## src/rtl/rxm_pkg.sv

```systemverilog
package rxm_pkg;

  typedef enum logic [1:0] {
    ST_IDLE  = 2'd0,
    ST_START = 2'd1,
    ST_DATA  = 2'd2,
    ST_STOP  = 2'd3
  } rx_state_e;

  function automatic logic vote3(input logic a, input logic b, input logic c);
    return (a & b) | (a & c) | (b & c);
  endfunction

endpackage

```

## src/rtl/rxm_sync.sv

```systemverilog
module rxm_sync #(
  parameter int STAGES = 2
) (
  input  logic clk,
  input  logic rst_n,
  input  logic d_i,
  output logic q_o
);
  logic [STAGES-1:0] chain_q;

  always_ff @(posedge clk or negedge rst_n) begin
    if (!rst_n) chain_q <= '1;
    else        chain_q <= {chain_q[STAGES-2:0], d_i};
  end

  assign q_o = chain_q[STAGES-1];
endmodule

```

## src/rtl/rxm_deframer.sv

```systemverilog
module rxm_deframer import rxm_pkg::*; #(
  parameter int OVS  = 16,
  parameter int DMAX = 8
) (
  input  logic          clk,
  input  logic          rst_n,
  input  logic          tick_i,
  input  logic          rx_s_i,
  input  logic          shdn_i,
  input  logic          len7_i,
  input  logic          par_en_i,
  output logic          push_o,
  output logic [DMAX:0] word_o,
  output logic          ferr_set_o
);
  localparam int SW  = DMAX + 1;
  localparam int CW  = $clog2(OVS);
  localparam int NW  = $clog2(SW + 1);
  localparam int S_A = OVS/2 - 2;
  localparam int S_B = OVS/2 - 1;
  localparam int S_C = OVS/2;

  rx_state_e     state_q, state_n;
  logic [CW-1:0] cnt_q, cnt_n;
  logic [NW-1:0] bitn_q, bitn_n;
  logic [SW-1:0] sr_q, sr_n;
  logic          smp_a_q, smp_a_n, smp_b_q, smp_b_n;
  logic          prev_q, prev_n;
  logic          vote;
  logic [NW-1:0] nbits, dbits;
  logic [SW-1:0] aligned;

  assign nbits   = NW'(DMAX) - NW'(len7_i) + NW'(par_en_i);
  assign dbits   = NW'(DMAX) - NW'(len7_i);
  assign vote    = vote3(smp_a_q, smp_b_q, rx_s_i);
  assign aligned = sr_q >> (NW'(SW) - nbits);

  always_comb begin
    for (int i = 0; i < DMAX; i++)
      word_o[i] = (NW'(i) < dbits) ? aligned[i] : 1'b0;
    word_o[DMAX] = par_en_i & sr_q[SW-1];
  end

  always_comb begin
    state_n    = state_q;
    cnt_n      = cnt_q;
    bitn_n     = bitn_q;
    sr_n       = sr_q;
    smp_a_n    = smp_a_q;
    smp_b_n    = smp_b_q;
    prev_n     = prev_q;
    push_o     = 1'b0;
    ferr_set_o = 1'b0;
    if (shdn_i) begin
      state_n = ST_IDLE;
      if (tick_i) prev_n = rx_s_i;
    end else if (tick_i) begin
      if (state_q == ST_IDLE) begin
        prev_n = rx_s_i;
        if (prev_q && !rx_s_i) begin
          state_n = ST_START;
          cnt_n   = CW'(1);
          bitn_n  = '0;
        end
      end else begin
        cnt_n = cnt_q + CW'(1);
        if (cnt_q == CW'(S_A)) smp_a_n = rx_s_i;
        if (cnt_q == CW'(S_B)) smp_b_n = rx_s_i;
        if (cnt_q == CW'(S_C)) begin
          case (state_q)
            ST_START: if (vote) begin
              state_n = ST_IDLE;
              prev_n  = 1'b1;
            end
            ST_DATA: begin
              sr_n   = {vote, sr_q[SW-1:1]};
              bitn_n = bitn_q + NW'(1);
            end
            ST_STOP: begin
              push_o     = 1'b1;
              ferr_set_o = !vote;
              state_n    = ST_IDLE;
              prev_n     = vote;
            end
            default: ;
          endcase
        end
        if (cnt_q == CW'(OVS-1)) begin
          cnt_n = '0;
          if (state_q == ST_START) state_n = ST_DATA;
          else if (state_q == ST_DATA && bitn_q == nbits) state_n = ST_STOP;
        end
      end
    end
  end

  always_ff @(posedge clk or negedge rst_n) begin
    if (!rst_n) begin
      state_q <= ST_IDLE;
      cnt_q   <= '0;
      bitn_q  <= '0;
      sr_q    <= '0;
      smp_a_q <= 1'b1;
      smp_b_q <= 1'b1;
      prev_q  <= 1'b1;
    end else begin
      state_q <= state_n;
      cnt_q   <= cnt_n;
      bitn_q  <= bitn_n;
      sr_q    <= sr_n;
      smp_a_q <= smp_a_n;
      smp_b_q <= smp_b_n;
      prev_q  <= prev_n;
    end
  end
endmodule

```

## src/rtl/rxm_fifo.sv

```systemverilog
module rxm_fifo #(
  parameter int W     = 9,
  parameter int DEPTH = 8
) (
  input  logic                       clk,
  input  logic                       rst_n,
  input  logic                       clr_i,
  input  logic                       push_i,
  input  logic [W-1:0]               data_i,
  input  logic                       pop_i,
  output logic [W-1:0]               head_o,
  output logic                       avail_o,
  output logic [$clog2(DEPTH+1)-1:0] level_o
);
  localparam int AW = $clog2(DEPTH);
  localparam int LW = $clog2(DEPTH + 1);

  logic [W-1:0]  mem [DEPTH];
  logic [AW-1:0] wr_q, wr_n, rd_q, rd_n;
  logic [LW-1:0] lvl_q, lvl_n;
  logic          full, empty, do_pop, do_push, flush;

  always_comb begin
    full    = (lvl_q == LW'(DEPTH));
    empty   = (lvl_q == '0);
    do_pop  = pop_i && !empty;
    flush   = clr_i || (push_i && full && !do_pop);
    do_push = push_i && !flush;
    wr_n    = wr_q;
    rd_n    = rd_q;
    lvl_n   = lvl_q;
    if (flush) begin
      wr_n  = '0;
      rd_n  = '0;
      lvl_n = '0;
    end else begin
      if (do_push) wr_n = wr_q + AW'(1);
      if (do_pop)  rd_n = rd_q + AW'(1);
      lvl_n = lvl_q + LW'(do_push) - LW'(do_pop);
    end
  end

  always_ff @(posedge clk or negedge rst_n) begin
    if (!rst_n) begin
      wr_q  <= '0;
      rd_q  <= '0;
      lvl_q <= '0;
    end else begin
      wr_q  <= wr_n;
      rd_q  <= rd_n;
      lvl_q <= lvl_n;
    end
  end

  always_ff @(posedge clk) begin
    if (do_push) mem[wr_q] <= data_i;
  end

  assign head_o  = empty ? '0 : mem[rd_q];
  assign avail_o = !empty;
  assign level_o = lvl_q;
endmodule

```

## src/rtl/rxm_receiver.sv

```systemverilog
module rxm_receiver #(
  parameter int OVS   = 16,
  parameter int DMAX  = 8,
  parameter int DEPTH = 8
) (
  input  logic            clk,
  input  logic            rst_n,
  input  logic            rx_i,
  input  logic            tick_i,
  input  logic            len7_i,
  input  logic            par_en_i,
  input  logic            shutdown_i,
  input  logic            clr_i,
  input  logic            pop_i,
  output logic [DMAX-1:0] head_data_o,
  output logic            head_par_o,
  output logic            avail_o,
  output logic            frame_err_o,
  output logic            activity_o
);
  localparam int LW = $clog2(DEPTH + 1);

  logic          rx_s, rx_d_q;
  logic          push, ferr_set;
  logic [DMAX:0] word, head;
  logic [LW-1:0] level;
  logic          ferr_q, ferr_n, act_q, act_n;

  rxm_sync #(.STAGES(2)) u_sync (
    .clk(clk), .rst_n(rst_n), .d_i(rx_i), .q_o(rx_s)
  );

  rxm_deframer #(.OVS(OVS), .DMAX(DMAX)) u_deframer (
    .clk(clk), .rst_n(rst_n), .tick_i(tick_i), .rx_s_i(rx_s),
    .shdn_i(shutdown_i), .len7_i(len7_i), .par_en_i(par_en_i),
    .push_o(push), .word_o(word), .ferr_set_o(ferr_set)
  );

  rxm_fifo #(.W(DMAX+1), .DEPTH(DEPTH)) u_fifo (
    .clk(clk), .rst_n(rst_n), .clr_i(clr_i), .push_i(push), .data_i(word),
    .pop_i(pop_i), .head_o(head), .avail_o(avail_o), .level_o(level)
  );

  always_comb begin
    ferr_n = ferr_q;
    act_n  = act_q;
    if (clr_i || pop_i) begin
      ferr_n = 1'b0;
      act_n  = 1'b0;
    end
    if (ferr_set) ferr_n = 1'b1;
    if (shutdown_i && (rx_s != rx_d_q)) act_n = 1'b1;
  end

  always_ff @(posedge clk or negedge rst_n) begin
    if (!rst_n) begin
      rx_d_q <= 1'b1;
      ferr_q <= 1'b0;
      act_q  <= 1'b0;
    end else begin
      rx_d_q <= rx_s;
      ferr_q <= ferr_n;
      act_q  <= act_n;
    end
  end

  assign head_data_o = head[DMAX-1:0];
  assign head_par_o  = head[DMAX];
  assign frame_err_o = ferr_q;
  assign activity_o  = act_q;
endmodule

```

## config.mk

```make
export PLATFORM = sky130hd
export DESIGN_NAME = rxm_receiver
export DESIGN_NICKNAME = d
export VERILOG_FILES = /design/src/rtl/rxm_pkg.sv /design/src/rtl/rxm_sync.sv /design/src/rtl/rxm_deframer.sv /design/src/rtl/rxm_fifo.sv /design/src/rtl/rxm_receiver.sv
export SDC_FILE = /design/constraint.sdc
export NUM_CORES = 1
export LEC_CHECK = 0
export BUFFER_PORTS_ARGS = -buffer_cell sky130_fd_sc_hd__buf_2
export CAP_MARGIN = 20
export CELL_PAD_IN_SITES_DETAIL_PLACEMENT = 0
export CELL_PAD_IN_SITES_GLOBAL_PLACEMENT = 2
export CORE_ASPECT_RATIO = 2
export CORE_UTILIZATION = 45
export DETAILED_ROUTE_END_ITERATION = 8
export GPL_TIMING_DRIVEN = 0
export PLACE_DENSITY = 0.83
export SLEW_MARGIN = 20
export SYNTH_ARGS = -nofsm -noshare
export SYNTH_HDL_FRONTEND = slang
export SYNTH_HIERARCHICAL = 1
export SYNTH_SLANG_ARGS = --single-unit
```

## constraint.sdc

```tcl
create_clock -name clk -period 3.8 [get_ports clk]
set_input_delay 0.19 -clock clk [delete_from_list [all_inputs] [get_ports clk]]
set_output_delay 0.19 -clock clk [all_outputs]
set_load 0.02 [all_outputs]
```

* Word level (Yosys, flattened, before mapping)
Memories as Yosys holds them, arrays and structs flattened.
Index checks and enable logic that the tools add are counted.
** Cells by class
- Bitwise gates (word level) :: 8
- Add/subtract/negate cells :: 9
- Eq/ne operators :: 13
- Reductions and logical operators :: 32
- Shifts and indexed selects :: 1
- Magnitude comparators :: 8
- Multiplexer cells :: 53
** Operator list (number)
- 2-to-1 mux 4 bit :: 8
- 2-to-1 mux 1 bit :: 29
- 2-to-1 mux 2 bit :: 9
- less-than comparator 3 x 4 -> 1 bit, first input constant :: 4
- nonzero test 2 bit :: 7
- == test 4 bit, second input constant :: 3
- 2-to-1 mux 3 bit :: 4
- AND reduction 4 bit :: 3
- AND reduction 5 bit :: 2
- 2-to-1 mux 9 bit :: 1
- >> shifter 9 x 4 -> 8 bit :: 1
- adder 4 x 1 -> 4 bit :: 2
- adder 4 x 1 -> 4 bit, second input constant :: 2
- == test 4 x 3 -> 1 bit, second input constant :: 2
- less-than comparator 1 x 4 -> 1 bit, first input constant :: 2
- less-than comparator 2 x 4 -> 1 bit, first input constant :: 2
- logical AND 1 bit :: 7
- adder 3 x 1 -> 3 bit, second input constant :: 2
- zero test 1 bit :: 5
- AND 1 bit :: 4
- == test 2 bit, second input constant :: 2
- == test 4 bit :: 1
- zero test 4 bit :: 1
- != test 4 x 2 -> 1 bit, second input constant :: 1
- 17 further kinds :: 20
** Storage, ports and cells
- Input port bits :: 9
- Output and inout bits :: 12
- Bits in writable memories :: 72
- Memories :: 1
- Register bits :: 37
** Memory list
- u_fifo.mem :: words 8, width 9, rd ports 1, clocked after Yosys merged registers in 0, write ports 1, line rxm_fifo.sv:18 : logic [W-1:0] mem [DEPTH];

* Longest topological paths before layout
Gate-level depths: netlist of the first run.
- Word-level depth :: 14
- Depth in mapped cells :: 13
- Gate-level depth less buffers :: 13

* By module
Netlist of the first run, hierarchy kept.
** Modules (own cells, without submodules)
- rxm_fifo :: area an instance 3393.3 um^2, instances 1, sequential area each 2412.3 um^2, cells an instance 181
- rxm_deframer :: area an instance 1490.2 um^2, instances 1, sequential area each 554.3 um^2, cells an instance 138
- rxm_receiver :: area an instance 105.1 um^2, instances 1, sequential area each 76.3 um^2, cells an instance 7
- rxm_sync :: area an instance 52.6 um^2, instances 1, sequential area each 52.6 um^2, cells an instance 2

* Worst setup path before layout of the first run
No wires, ideal clock.
- Path kind :: flip-flop to flip-flop
- Start point :: register u_deframer.cnt_q[0]
- End point :: register u_fifo.lvl_q[3] (netlist: u_fifo/level_o[3])
- Setup slack :: 0.727 ns
- Arrival time :: 2.995 ns
- Path buffers :: 0
- Period minus slack after synthesis :: 3.073 ns
- Stages on the path, launching flop included :: 14
- Data required time :: 3.722 ns
- Path through :: dfrtp_1 inv_1 ha_1 and3b_1 nand3_1 nor3b_1 nand4bb_1 o21ai_0 ha_1 inv_1 ha_1 and3_1 or3_1 a21oi_1
** Between the ends
- Longest elaborated chain between the ends :: 13
** Ends and longest elaborated chain
- from (decl) :: line rxm_deframer.sv:24 : logic [CW-1:0] cnt_q, cnt_n;
- from (signal assigned) :: line rxm_deframer.sv:108 : cnt_q <= cnt_n;
- == test 4 bit (*) :: line rxm_deframer.sv:69 : if (cnt_q == CW'(S_C)) begin
- 2-to-1 mux 1 bit (*) :: line rxm_deframer.sv:69
- 2-to-1 mux 1 bit (*) :: line rxm_deframer.sv:58 : if (state_q == ST_IDLE) begin
- 2-to-1 mux 1 bit (*) :: line rxm_deframer.sv:57 : end else if (tick_i) begin
- 2-to-1 mux 1 bit (*) :: line rxm_deframer.sv:54 : if (shdn_i) begin
- net push :: line rxm_receiver.sv:24 : logic push, ferr_set;
- logical AND 1 bit (2 in a row) :: line rxm_fifo.sv:27 : flush = clr_i || (push_i && full && !do_pop);
- logical OR 1 bit :: line rxm_fifo.sv:27
- zero test 1 bit :: line rxm_fifo.sv:28 : do_push = push_i && !flush;
- logical AND 1 bit :: line rxm_fifo.sv:28
- adder 4 x 1 -> 4 bit :: line rxm_fifo.sv:39 : lvl_n = lvl_q + LW'(do_push) - LW'(do_pop);
- subtractor 4 x 1 -> 4 bit :: line rxm_fifo.sv:39
- 2-to-1 mux 4 bit (*) :: line rxm_fifo.sv:32 : if (flush) begin
- net u_fifo.lvl_n[3] :: line rxm_fifo.sv:20 : logic [LW-1:0] lvl_q, lvl_n;
- to (signal assigned) :: line rxm_fifo.sv:51 : lvl_q <= lvl_n;
- to (decl) :: line rxm_fifo.sv:20
The timed path passes the listed nets; every way through them passes the cells marked *.
A chain may end at the register's enable or synchronous reset.

* Worst setup path in the final report of the first run
Ends and elaborated chain as after synthesis.

==> results.tsv, run 1 <==
stage	metric	value	unit
outcome	outcome	finished clean	
floorplanning	num_rows	54	
clocking	clk_path_buf_depth	2	
layout	final_cell_mix	edfxtp_1 (72), dfrtp_1 (31), buf_2 (24)	
timing	tightest_slew	1030	ps
timing	max_freq	0.304	GHz
global_routing	grt_pass1_vias	2910	
critical_path	max_stage_delay	450	ps
synthesis	ys_ff_latch	109	
power_and_ir_drop	power_density	515	nW/µm²
critical_path	slowest_stage	nor3b_2	
critical_path	arrival	3560	ps
min_path	worstHoldPathType	in -> reg	
routing	firstDrtPassIters	5	
layout	drive_gt1_frac	0.255	
critical_path	start_kind	flip-flop	
global_routing	grt_overflow_total	0	
placement	hpwl	6.92	mm
power_and_ir_drop	p_leak	2.13	nW
routing	drc	0	
timing	hold_viol	0	
placement	place_inst	490	
placement	dpl_cell_area	5340	µm²
global_routing	grt_pass1_wl	15.0	mm
layout	finalNonFillerCells	508	
floorplanning	initial_core_util	0.463	
routing	ant_nets	0	
timing	maxSlewViolCount	0	
clocking	htreeDepth	3	
placement	portBuffers	20	
layout	final_common_cell	edfxtp_1	
floorplanning	core-area	10900	µm²
clocking	clk_latency	350	ps
timing	final.min_clock_period	3290	ps
timing	fin_crit_sh	0.866	
layout	syn2layout_area_growth	12.6	%
clocking	clkTransAtPathRegs	70	ps
floorplanning	die_h	152	µm
floorplanning	die_area	11700	µm²
synthesis	yosys.area.top_type	edfxtp_1	
clocking	cts.sinks	109	
placement	place.gp.congestion	0.816	
clocking	cts_tree	done	
critical_path	critPathMostFrequentCell	ha_1	
layout	final_nets	388	
critical_path	crit_chain	inv_1 -> ha_1 -> and3b_1 -> nand3_1 -> nor3b_2 -> nand4bb_1 -> o21ai_0 -> ha_1 -> inv_1 -> ha_1 -> and3_1 -> or3_1 -> a21oi_1	
floorplanning	die_w	76.8	µm
clocking	cts_buffers	9	
timing	hold_ws	139	ps
synthesis	ys_seq_area_frac	0.614	
routing	via_per_inst	5.58	
synthesis	yosysUniqueCellTypes	53	
critical_path	required	4070	ps
routing	wl_per_cell	18.3	µm
routing	drt_iter0_markers	159	
flow_run	maxCapViolCount	0	
clocking	cts-root-buf	clkbuf_16	
layout	finalInstanceArea	5680	µm²
synthesis	synth.area.top_cells	edfxtp_1 (43%), dfrtp_1 (15%), mux4_2 (6.7%)	
critical_path	cp-end-kind	flip-flop	
timing	setup_violations	0	
layout	post-route-util	0.522	
critical_path	critPathMaxFanout	6	
global_routing	antenna_found_initial	0	
timing	fin_skew	7.12	ps
synthesis	yosysWarnings	6	
synthesis	synthesis.area	5040	µm²
timing	relSlewSlack	0.306	
floorplanning	io-pin-count	21	
synthesis	syn_nets	353	
synthesis	syn_avg_cell_area	15.4	µm²
critical_path	crit_type	reg -> reg	
global_routing	grt_max_degree	38	
routing	vias	2834	
power_and_ir_drop	peakVddDrop	0.000237	V
routing	drt-total-wl	9.32	mm
global_routing	grt_util_all_layers	0.175	
synthesis	netlist_instances	328	
timing	rsz0062_at_grt	false	
layout	diodes	0	
synthesis	netlist.area_leader.share	0.429	
-- critical path, delay by kind of cell, from the launching register on --
| kind | cells | cell delay (ps) |
|---|---|---|
| AOI/OAI and AO/OA | 2 | 400 |
| adders and majority gates | 3 | 610 |
| buffers and inverters | 2 | 190 |
| DFF | 1 | 410 |
| and+or+nand+nor | 6 | 1600 |
-- stage by stage --
stage,setup slack (ps),TNS [ps],power (mW)
2_1_floorplan,727,0,1.84
3_3_place_gp,-79.1,-1190,1.99
3_5_place_dp,162,0,2.00
4_1_cts,139,0,2.97
5_1_grt,236,0,3.08
6_report,511,0,2.93
-- routing by layer --
metal  wire length, µm  part of all wire  track usage  vias to the layer above
met5                 0                 0            0                        -
met4               113             0.012       0.0654                        0
met2              5640              0.61        0.356                       42
met1              3370              0.36        0.166                     1451
li1                  -                 -            -                     1334
met3               190             0.020       0.0347                        7
-- power by group --
part / total (mW) / switching, mW / internal [mW]
Clock: 0.962 / 0.436 / 0.526
Combinational: 0.629 / 0.345 / 0.284
Sequential: 1.34 / 0.0398 / 1.30
-- cell usage after synthesis, drive strengths merged --
| cell type | n |
|---|---|
| a211oi | 4 |
| a21o | 2 |
| a21oi | 5 |
| a22o | 13 |
| a22oi | 3 |
| a31oi | 4 |
| and2 | 2 |
| and2b | 2 |
| and3 | 1 |
| and3b | 1 |
| buf | 10 |
| dfrtp | 31 |
| dfstp | 6 |
| edfxtp | 72 |
| fa | 1 |
| ha | 15 |
| inv | 18 |
| maj3 | 1 |
| mux2 | 12 |
| mux2i | 5 |
| mux4 | 22 |
| nand2 | 6 |
| nand2b | 3 |
| nand3 | 8 |
| nand3b | 1 |
| nand4 | 2 |
| nand4bb | 1 |
| nor2 | 22 |
| nor2b | 12 |
| nor3 | 3 |
| nor3b | 2 |
| nor4 | 2 |
| o211ai | 3 |
| o21a | 1 |
| o21ai | 14 |
| o21ba | 1 |
| o21bai | 1 |
| o22ai | 2 |
| o31ai | 1 |
| o32ai | 1 |
| or3 | 6 |
| xnor2 | 5 |
| xor2 | 1 |
-- layout make-up --
class,instances,area [µm²]
buffer,10,80.1
clock buffer,9,225
clock inverter,7,86.3
fill,916,5200
inverter,18,67.6
multi-input combinational,191,1810
sequential,109,3100
tap,140,175
timing repair buffer,24,135
-- flip-flops by register name (all words and copies together), names as in the netlist, 2 cells and up --
name	flops
u_fifo/level_o	4
u_deframer/cnt_q	4
u_deframer/state_q	2
u_deframer/bitn_q	4
u_sync/chain_q	2
u_deframer/sr_q	9
u_fifo/wr_q	3
u_fifo/rd_q	3
u_fifo/mem	72
-- cell families after synthesis --
logic type | after synthesis | synth area share
compound gates | 55 | 0.0757
xor+xnor | 6 | 0.0104
fa+ha+maj | 17 | 0.0434
buf+inv | 28 | 0.0293
flops | 109 | 0.614
mux | 39 | 0.142
simple gates | 74 | 0.0854
-- path summary, 6_finish.rpt --
kind / from / endpoint / slack, ps / depth (start not counted)
min: pop_i / u_fifo/rd_q[1] / 140 / 3
max reg2reg: u_deframer/cnt_q[0] / u_fifo/level_o[3] / 510 / 13
min in group asynchronous: rst_n / u_deframer/sr_q[3] / 480 / 2
max: u_deframer/cnt_q[0] / u_fifo/level_o[3] / 510 / 13
max in group asynchronous: rst_n / u_fifo/rd_q[0] / 2760 / 2
min reg2reg: u_sync/chain_q[0] / u_sync/chain_q[1] / 360 / 0
-- repair_timing --
action / 4_1_cts / 5_1_grt
resized for setup: 0 / 1
buffers inserted: 0 / 0
hold buffers: 2 / 0
endpoints found under the setup margin: 0 / 2
endpoints found under the hold margin: 29 / 0
Note: power is estimated with default switching activity, not from simulation.
==> run 2: changes to the inputs <==
--- a/config.mk
+++ b/config.mk
@@ -13,7 +13,7 @@
 export CORE_UTILIZATION = 45
 export DETAILED_ROUTE_END_ITERATION = 8
 export GPL_TIMING_DRIVEN = 0
-export PLACE_DENSITY = 0.83
+export PLACE_DENSITY = 0.77
 export SLEW_MARGIN = 20
 export SYNTH_ARGS = -nofsm -noshare
 export SYNTH_HDL_FRONTEND = slang
==> constraint.sdc (replaced) <==
create_clock -name clk -period 3.8 [get_ports clk]
set_input_delay 0.95 -clock clk [delete_from_list [all_inputs] [get_ports clk]]
set_output_delay 0.95 -clock clk [all_outputs]
set_load 0.02 [all_outputs]
==> run 2 against run 1 <==
Compared with the run above:
- final area down 0.51%
- clock power down 3.3%
- die area unchanged
- cell count down 0.39%
- worst setup slack better by 3.2 ps
- worst hold slack better by 220 ps
==> results.tsv, run 2 (synthesis gave the netlist of run 1 again) <==
stage	metric	value	unit	change
critical_path	critPathLaunch	u_deframer/cnt_q[0]		unchanged
clocking	clk_latency	350	ps	about the same
routing	wl_per_cell	18.5	µm	was 18.3 µm
timing	max_freq	0.304	GHz	about the same
layout	top_register	u_fifo/mem		unchanged
critical_path	cp-end-kind	flip-flop		unchanged
clocking	cts_buffers	9		unchanged
layout	multiInputGateArea	1820	µm²	was 1810 µm²
critical_path	crit_type	reg -> reg		unchanged
global_routing	grt_max_degree	38		unchanged
floorplanning	core-area	10900	µm²	unchanged
layout	diodes	0		unchanged
layout	drive_gt1_frac	0.254		was 0.255
placement	pre_cts_slack	11.3	ps	was 162 ps
placement	portBuffers	20		unchanged
clocking	cts_tree	done		unchanged
power_and_ir_drop	power_density	513	nW/µm²	was 515 nW/µm²
critical_path	crit_chain	inv_1 -> ha_1 -> and3b_1 -> nand3_1 -> nor3b_2 -> nand4bb_1 -> o21ai_0 -> ha_1 -> inv_1 -> ha_1 -> and3_1 -> or3_1 -> a21oi_1		unchanged
timing	maxSlewViolCount	0		unchanged
critical_path	max_stage_delay	460	ps	was 450 ps
timing	fin_crit_sh	0.865		was 0.866
timing	tightest_slew	957	ps	was 1030 ps
layout	finalNonFillerCells	506		was 508
clocking	clk_path_buf_depth	2		unchanged
global_routing	grt_util_all_layers	0.178		was 0.175
clocking	clkTransAtPathRegs	70	ps	about the same
global_routing	grt_pass1_wl	15.3	mm	was 15.0 mm
critical_path	critPathMaxFanout	6		unchanged
placement	place.gp.congestion	0.789		was 0.816
floorplanning	die_w	76.8	µm	unchanged
critical_path	start_kind	flip-flop		unchanged
routing	ant_nets	0		unchanged
outcome	outcome	finished clean		unchanged
timing	setup_slack	514	ps	was 511 ps
layout	final_nets	386		was 388
floorplanning	die_area	11700	µm²	unchanged
layout	final_cell_mix	edfxtp_1 (72), dfrtp_1 (31), buf_2 (24)		unchanged
critical_path	slowest_stage	nor3b_2		unchanged
layout	largestRegisters	u_fifo/mem (72), u_deframer/sr_q (9)		unchanged
layout	syn2layout_area_growth	12.1	%	was 12.6%
clocking	cts_hold_buf	0		was 2
critical_path	required	4070	ps	about the same
layout	final_common_cell	edfxtp_1		unchanged
critical_path	worstReg2RegStart	u_deframer/cnt_q[0]		unchanged
min_path	worstHoldPathType	reg -> reg		was in -> reg
power_and_ir_drop	peakVddDrop	0.000239	V	was 0.000237 V
layout	largest_reg_flops	72		unchanged
timing	fin_skew	10.4	ps	was 7.12 ps
floorplanning	num_rows	54		unchanged
placement	hpwl	7.10	mm	was 6.92 mm
flow_run	maxCapViolCount	0		unchanged
timing	final.min_clock_period	3290	ps	about the same
routing	drc	0		unchanged
routing	firstDrtPassIters	4		was 5
timing	rsz0062_at_grt	false		unchanged
timing	hold_viol	0		unchanged
global_routing	grt_overflow_total	0		unchanged
clocking	cts-root-buf	clkbuf_16		unchanged
routing	drt-total-wl	9.34	mm	was 9.32 mm
floorplanning	initial_core_util	0.463		unchanged
layout	ff_latch_area	3100	µm²	unchanged
global_routing	antenna_found_initial	0		unchanged
layout	num-fill-cells	947		was 916
placement	place_inst	490		unchanged
routing	drt_iter0_markers	132		was 159
routing	via_per_inst	5.53		was 5.58
layout	post-route-util	0.519		was 0.522
critical_path	arrival	3550	ps	was 3560 ps
global_routing	grt_pass1_vias	2990		was 2910
power_and_ir_drop	p_leak	2.11	nW	was 2.13 nW
clocking	htreeDepth	3		unchanged
floorplanning	io-pin-count	21		unchanged
routing	vias	2799		was 2834
timing	setup_violations	0		unchanged
timing	relSlewSlack	0.358		was 0.306
clocking	cts.sinks	109		unchanged
critical_path	critPathMostFrequentCell	ha_1		unchanged
min_path	hp-start	u_sync/chain_q[0]		was pop_i
floorplanning	die_h	152	µm	unchanged
## run 2: cell types whose count changed in the layout (fill, tap and decap cells not counted)
cell,before,now
inv_8,2,0
nor4_1,1,0
dlygate4sd3_1,2,0
nor4_2,1,2
clkinv_1,0,2
## run 2: final cells by class
class,instances,area share
timing repair buffer,22,0.0204
clock inverter,7,0.0126
buffer,10,0.0142
multi-input combinational,191,0.322
tap,140,0.0310
inverter,18,0.0120
clock buffer,9,0.0399
sequential,109,0.548
## run 2: per-stage QoR
| stage | hold slack, ps | total power [mW] | instance area (µm²) | setup TNS, ps |
|---|---|---|---|---|
| finish | 358 | 2.90 | 5650 | 0 |
| global route | 366 | 3.04 | 5650 | 0 |
| CTS | 360 | 2.95 | 5640 | 0 |
| detailed placement | 348 | 2.01 | 5340 | 0 |
| global placement | 347 | 2.00 | 5320 | -4640 |
| floorplan | 345 | 1.84 | 5040 | 0 |
## run 2: layer usage
metal / track usage / vias to the layer above / share of wire
met5: 0 / - / 0
met4: 0.0942 / 0 / 0.027
met3: 0.0311 / 20 / 0.020
met2: 0.353 / 47 / 0.60
met1: 0.169 / 1398 / 0.35
li1: - / 1334 / -
## run 2: worst paths after layout
check | end | slack (ps) | depth (start not counted)
max | u_fifo/level_o[3] | 510 | 13
min | u_sync/chain_q[1] | 360 | 0
max reg2reg | u_fifo/level_o[3] | 510 | 13
min reg2reg | u_sync/chain_q[1] | 360 | 0
max in group asynchronous | u_fifo/rd_q[0] | 2550 | 1
min in group asynchronous | u_deframer/bitn_q[0] | 700 | 1
## run 2: where the power goes
part	switching [mW]	internal, mW
clock	0.418	0.513
combinational	0.347	0.284
sequential	0.0404	1.30
total	0.805	2.09
## run 2: worst max-delay path: cells and delay by family (launching register included)
family / cells / cell delay, ps
compound gates: 2 / 390
fa+ha+maj: 3 / 620
buf+inv: 2 / 210
flops: 1 / 420
simple gates: 6 / 1600
## run 2: timing repair
action	4_1_cts	5_1_grt
endpoints found under the setup margin	0	1
hold endpoints to repair	0	0
resized for setup	0	1
setup buffers	0	0
==> run 3: changes to the inputs <==
--- a/config.mk
+++ b/config.mk
@@ -10,9 +10,11 @@
 export CELL_PAD_IN_SITES_DETAIL_PLACEMENT = 0
 export CELL_PAD_IN_SITES_GLOBAL_PLACEMENT = 2
 export CORE_ASPECT_RATIO = 2
+export CORE_MARGIN = 2
 export CORE_UTILIZATION = 45
 export DETAILED_ROUTE_END_ITERATION = 8
 export GPL_TIMING_DRIVEN = 0
+export HOLD_SLACK_MARGIN = 0.08
 export PLACE_DENSITY = 0.77
 export SLEW_MARGIN = 20
 export SYNTH_ARGS = -nofsm -noshare
==> run 3 against run 2 <==
Compared with the run above:
- worst hold slack hardly changed
- largest cell class unchanged
- register-to-register slack worse by 30 ps
- sequential cell count stayed put
- non-clock buffer count stayed put
- global-route usage is 0.62 points lower
- total power is 1.2% higher
- die area is 4.0% higher
- final area is 0.29% higher
- combinational power is 1% higher
==> results.tsv, run 3 (synthesis gave the netlist of run 1 again) <==
stage	metric	value	unit	change
floorplanning	core-area	10900	µm²	about the same
power_and_ir_drop	p_leak	2.12	nW	was 2.11 nW
min_path	worstHoldPathType	reg -> reg		unchanged
global_routing	antenna_found_initial	0		unchanged
timing	setup_violations	0		unchanged
routing	wl_met1	3.32	mm	was 3.29 mm
global_routing	grt_max_degree	38		unchanged
layout	final_cell_mix	edfxtp_1 (72), dfrtp_1 (31), buf_2 (24)		unchanged
layout	num-fill-cells	968		was 947
routing	vias	2832		was 2799
routing	top_layer	met4		unchanged
clocking	cts.sinks	109		unchanged
critical_path	r2r_end	u_fifo/level_o[3]		unchanged
critical_path	critPathMaxFanout	6		unchanged
floorplanning	num_rows	54		unchanged
timing	setup_tns	0	ps	unchanged
clocking	cts-root-buf	clkbuf_16		unchanged
timing	relSlewSlack	0.373		was 0.358
clocking	clk_path_buf_depth	2		unchanged
floorplanning	die_h	154	µm	was 152 µm
flow_run	maxCapViolCount	0		unchanged
critical_path	worstReg2RegStart	u_deframer/cnt_q[0]		unchanged
routing	drt-total-wl	9.58	mm	was 9.34 mm
timing	tightest_slew	936	ps	was 957 ps
clocking	clk_latency	350	ps	about the same
layout	largest_reg_flops	72		unchanged
layout	diodes	0		unchanged
placement	hpwl	7.26	mm	was 7.10 mm
routing	drc	0		unchanged
routing	drt_iter0_markers	180		was 132
layout	final_nets	386		unchanged
timing	max_freq	0.302	GHz	was 0.304 GHz
floorplanning	initial_core_util	0.461		was 0.463
floorplanning	die_w	78.8	µm	was 76.8 µm
critical_path	arrival	3580	ps	was 3550 ps
floorplanning	die_area	12100	µm²	was 11700 µm²
layout	drive_gt1_frac	0.260		was 0.254
global_routing	grt_overflow_total	0		unchanged
routing	firstDrtPassIters	4		unchanged
layout	top_register	u_fifo/mem		unchanged
placement	place.gp.congestion	0.843		was 0.789
clocking	htreeDepth	3		unchanged
global_routing	grt_pass1_wl	15.7	mm	was 15.3 mm
critical_path	cp-end-kind	flip-flop		unchanged
timing	final.min_clock_period	3310	ps	was 3290 ps
timing	fin_crit_sh	0.872		was 0.865
critical_path	rrSetupSlack	490	ps	was 510 ps
power_and_ir_drop	power_density	518	nW/µm²	was 513 nW/µm²
routing	ant_nets	0		unchanged
global_routing	grt_util_all_layers	0.172		was 0.178
clocking	cts_setup_buffers	0		unchanged
critical_path	start_kind	flip-flop		unchanged
min_path	hold_depth	0		unchanged
clocking	clkTransAtPathRegs	70	ps	about the same
power_and_ir_drop	peakVddDrop	0.000241	V	was 0.000239 V
critical_path	r2r_cells	13		unchanged
timing	hold_ws	358	ps	about the same
layout	finalNonFillerCells	506		unchanged
routing	via_per_inst	5.60		was 5.53
min_path	whs_endpoint	u_sync/chain_q[1]		unchanged
global_routing	grt_pass1_vias	3043		was 2990
min_path	hp-start	u_sync/chain_q[0]		unchanged
floorplanning	io-pin-count	21		unchanged
timing	hold_viol	0		unchanged
clocking	cts_tree	done		unchanged
placement	portBuffers	20		unchanged
routing	wl_per_cell	18.9	µm	was 18.5 µm
layout	largestRegisters	u_fifo/mem (72), u_deframer/sr_q (9)		unchanged
layout	syn2layout_area_growth	12.4	%	was 12.1%
placement	place_inst	490		unchanged
routing	met3_length	190	µm	was 187 µm
clocking	cts_buffers	9		unchanged
outcome	outcome	finished clean		unchanged
critical_path	crit_type	reg -> reg		unchanged
routing	wl_met2	5.80	mm	was 5.61 mm
timing	fin_skew	8.62	ps	was 10.4 ps
timing	maxSlewViolCount	0		unchanged
timing	rsz0062_at_grt	false		unchanged
layout	final_common_cell	edfxtp_1		unchanged
critical_path	required	4070	ps	about the same
[run 3: changes by cell type in the layout (fill, tap and decap cells not counted)]
cell	before	now
clkinv_1	2	0
clkinv_4	1	3
clkinvlp_4	1	0
inv_6	2	1
inv_8	0	2
[run 3: final cells by class]
cell class	count	area, µm²	share of cell area
Timing Repair Buffer	22	115	0.0203
Sequential cell	109	3100	0.546
Inverter	18	67.6	0.0119
Clock inverter	7	87.6	0.0155
Tap cell	140	175	0.0309
Clock buffer	9	225	0.0398
Multi-Input combinational cell	191	1820	0.321
Buffer	10	80.1	0.0141
[run 3: metal layers]
metal	vias up	GRT usage
met5	-	0
met4	0	0.0731
met3	19	0.0270
met2	43	0.335
met1	1429	0.174
li1	1341	-
[run 3: how the worst max path moves through the flow]
stage	from	to	slack [ps]	depth (start not counted)
3_5_place_dp	tick_i	u_fifo/level_o[3]	5	11
2_1_floorplan	tick_i	u_fifo/level_o[3]	630	10
5_1_grt	u_deframer/cnt_q[0]	u_fifo/level_o[3]	210	13
4_1_cts	u_deframer/cnt_q[0]	u_fifo/level_o[3]	130	13
3_3_place_gp	tick_i	u_fifo/mem[4][0]	-290	6
6_report	u_deframer/cnt_q[0]	u_fifo/level_o[3]	490	13
[run 3: worst max-delay path, stage by stage, from the launching register on]
cell and delay, ps:
dfrtp_1 420, inv_1 130, ha_1 180, and3b_1 230
nand3_1 140, nor3b_2 460, nand4bb_1 260, o21ai_0 240
ha_1 180, inv_1 70, ha_1 260, and3_1 170
or3_1 350, a21oi_1 140
[run 3: where the power goes]
part,switching [mW],internal (mW)
logic,0.354,0.285
registers,0.0395,1.30
clock network,0.432,0.526
[run 3: repair_timing]
action / in CTS / in global routing
resized for setup: 0 / 1
hold buffers: 0 / 0
setup endpoints to repair: 0 / 3
[run 3: through the flow]
step	power, mW	worst slack (ps)	util	cell area [µm²]
floorplan	1.84	628	-	5040
global placement	1.99	-291	0.486	5320
detailed placement	2.01	4.72	0.488	5340
CTS	2.98	127	0.517	5650
global route	3.08	207	0.518	5670
finish	2.93	486	0.518	5670
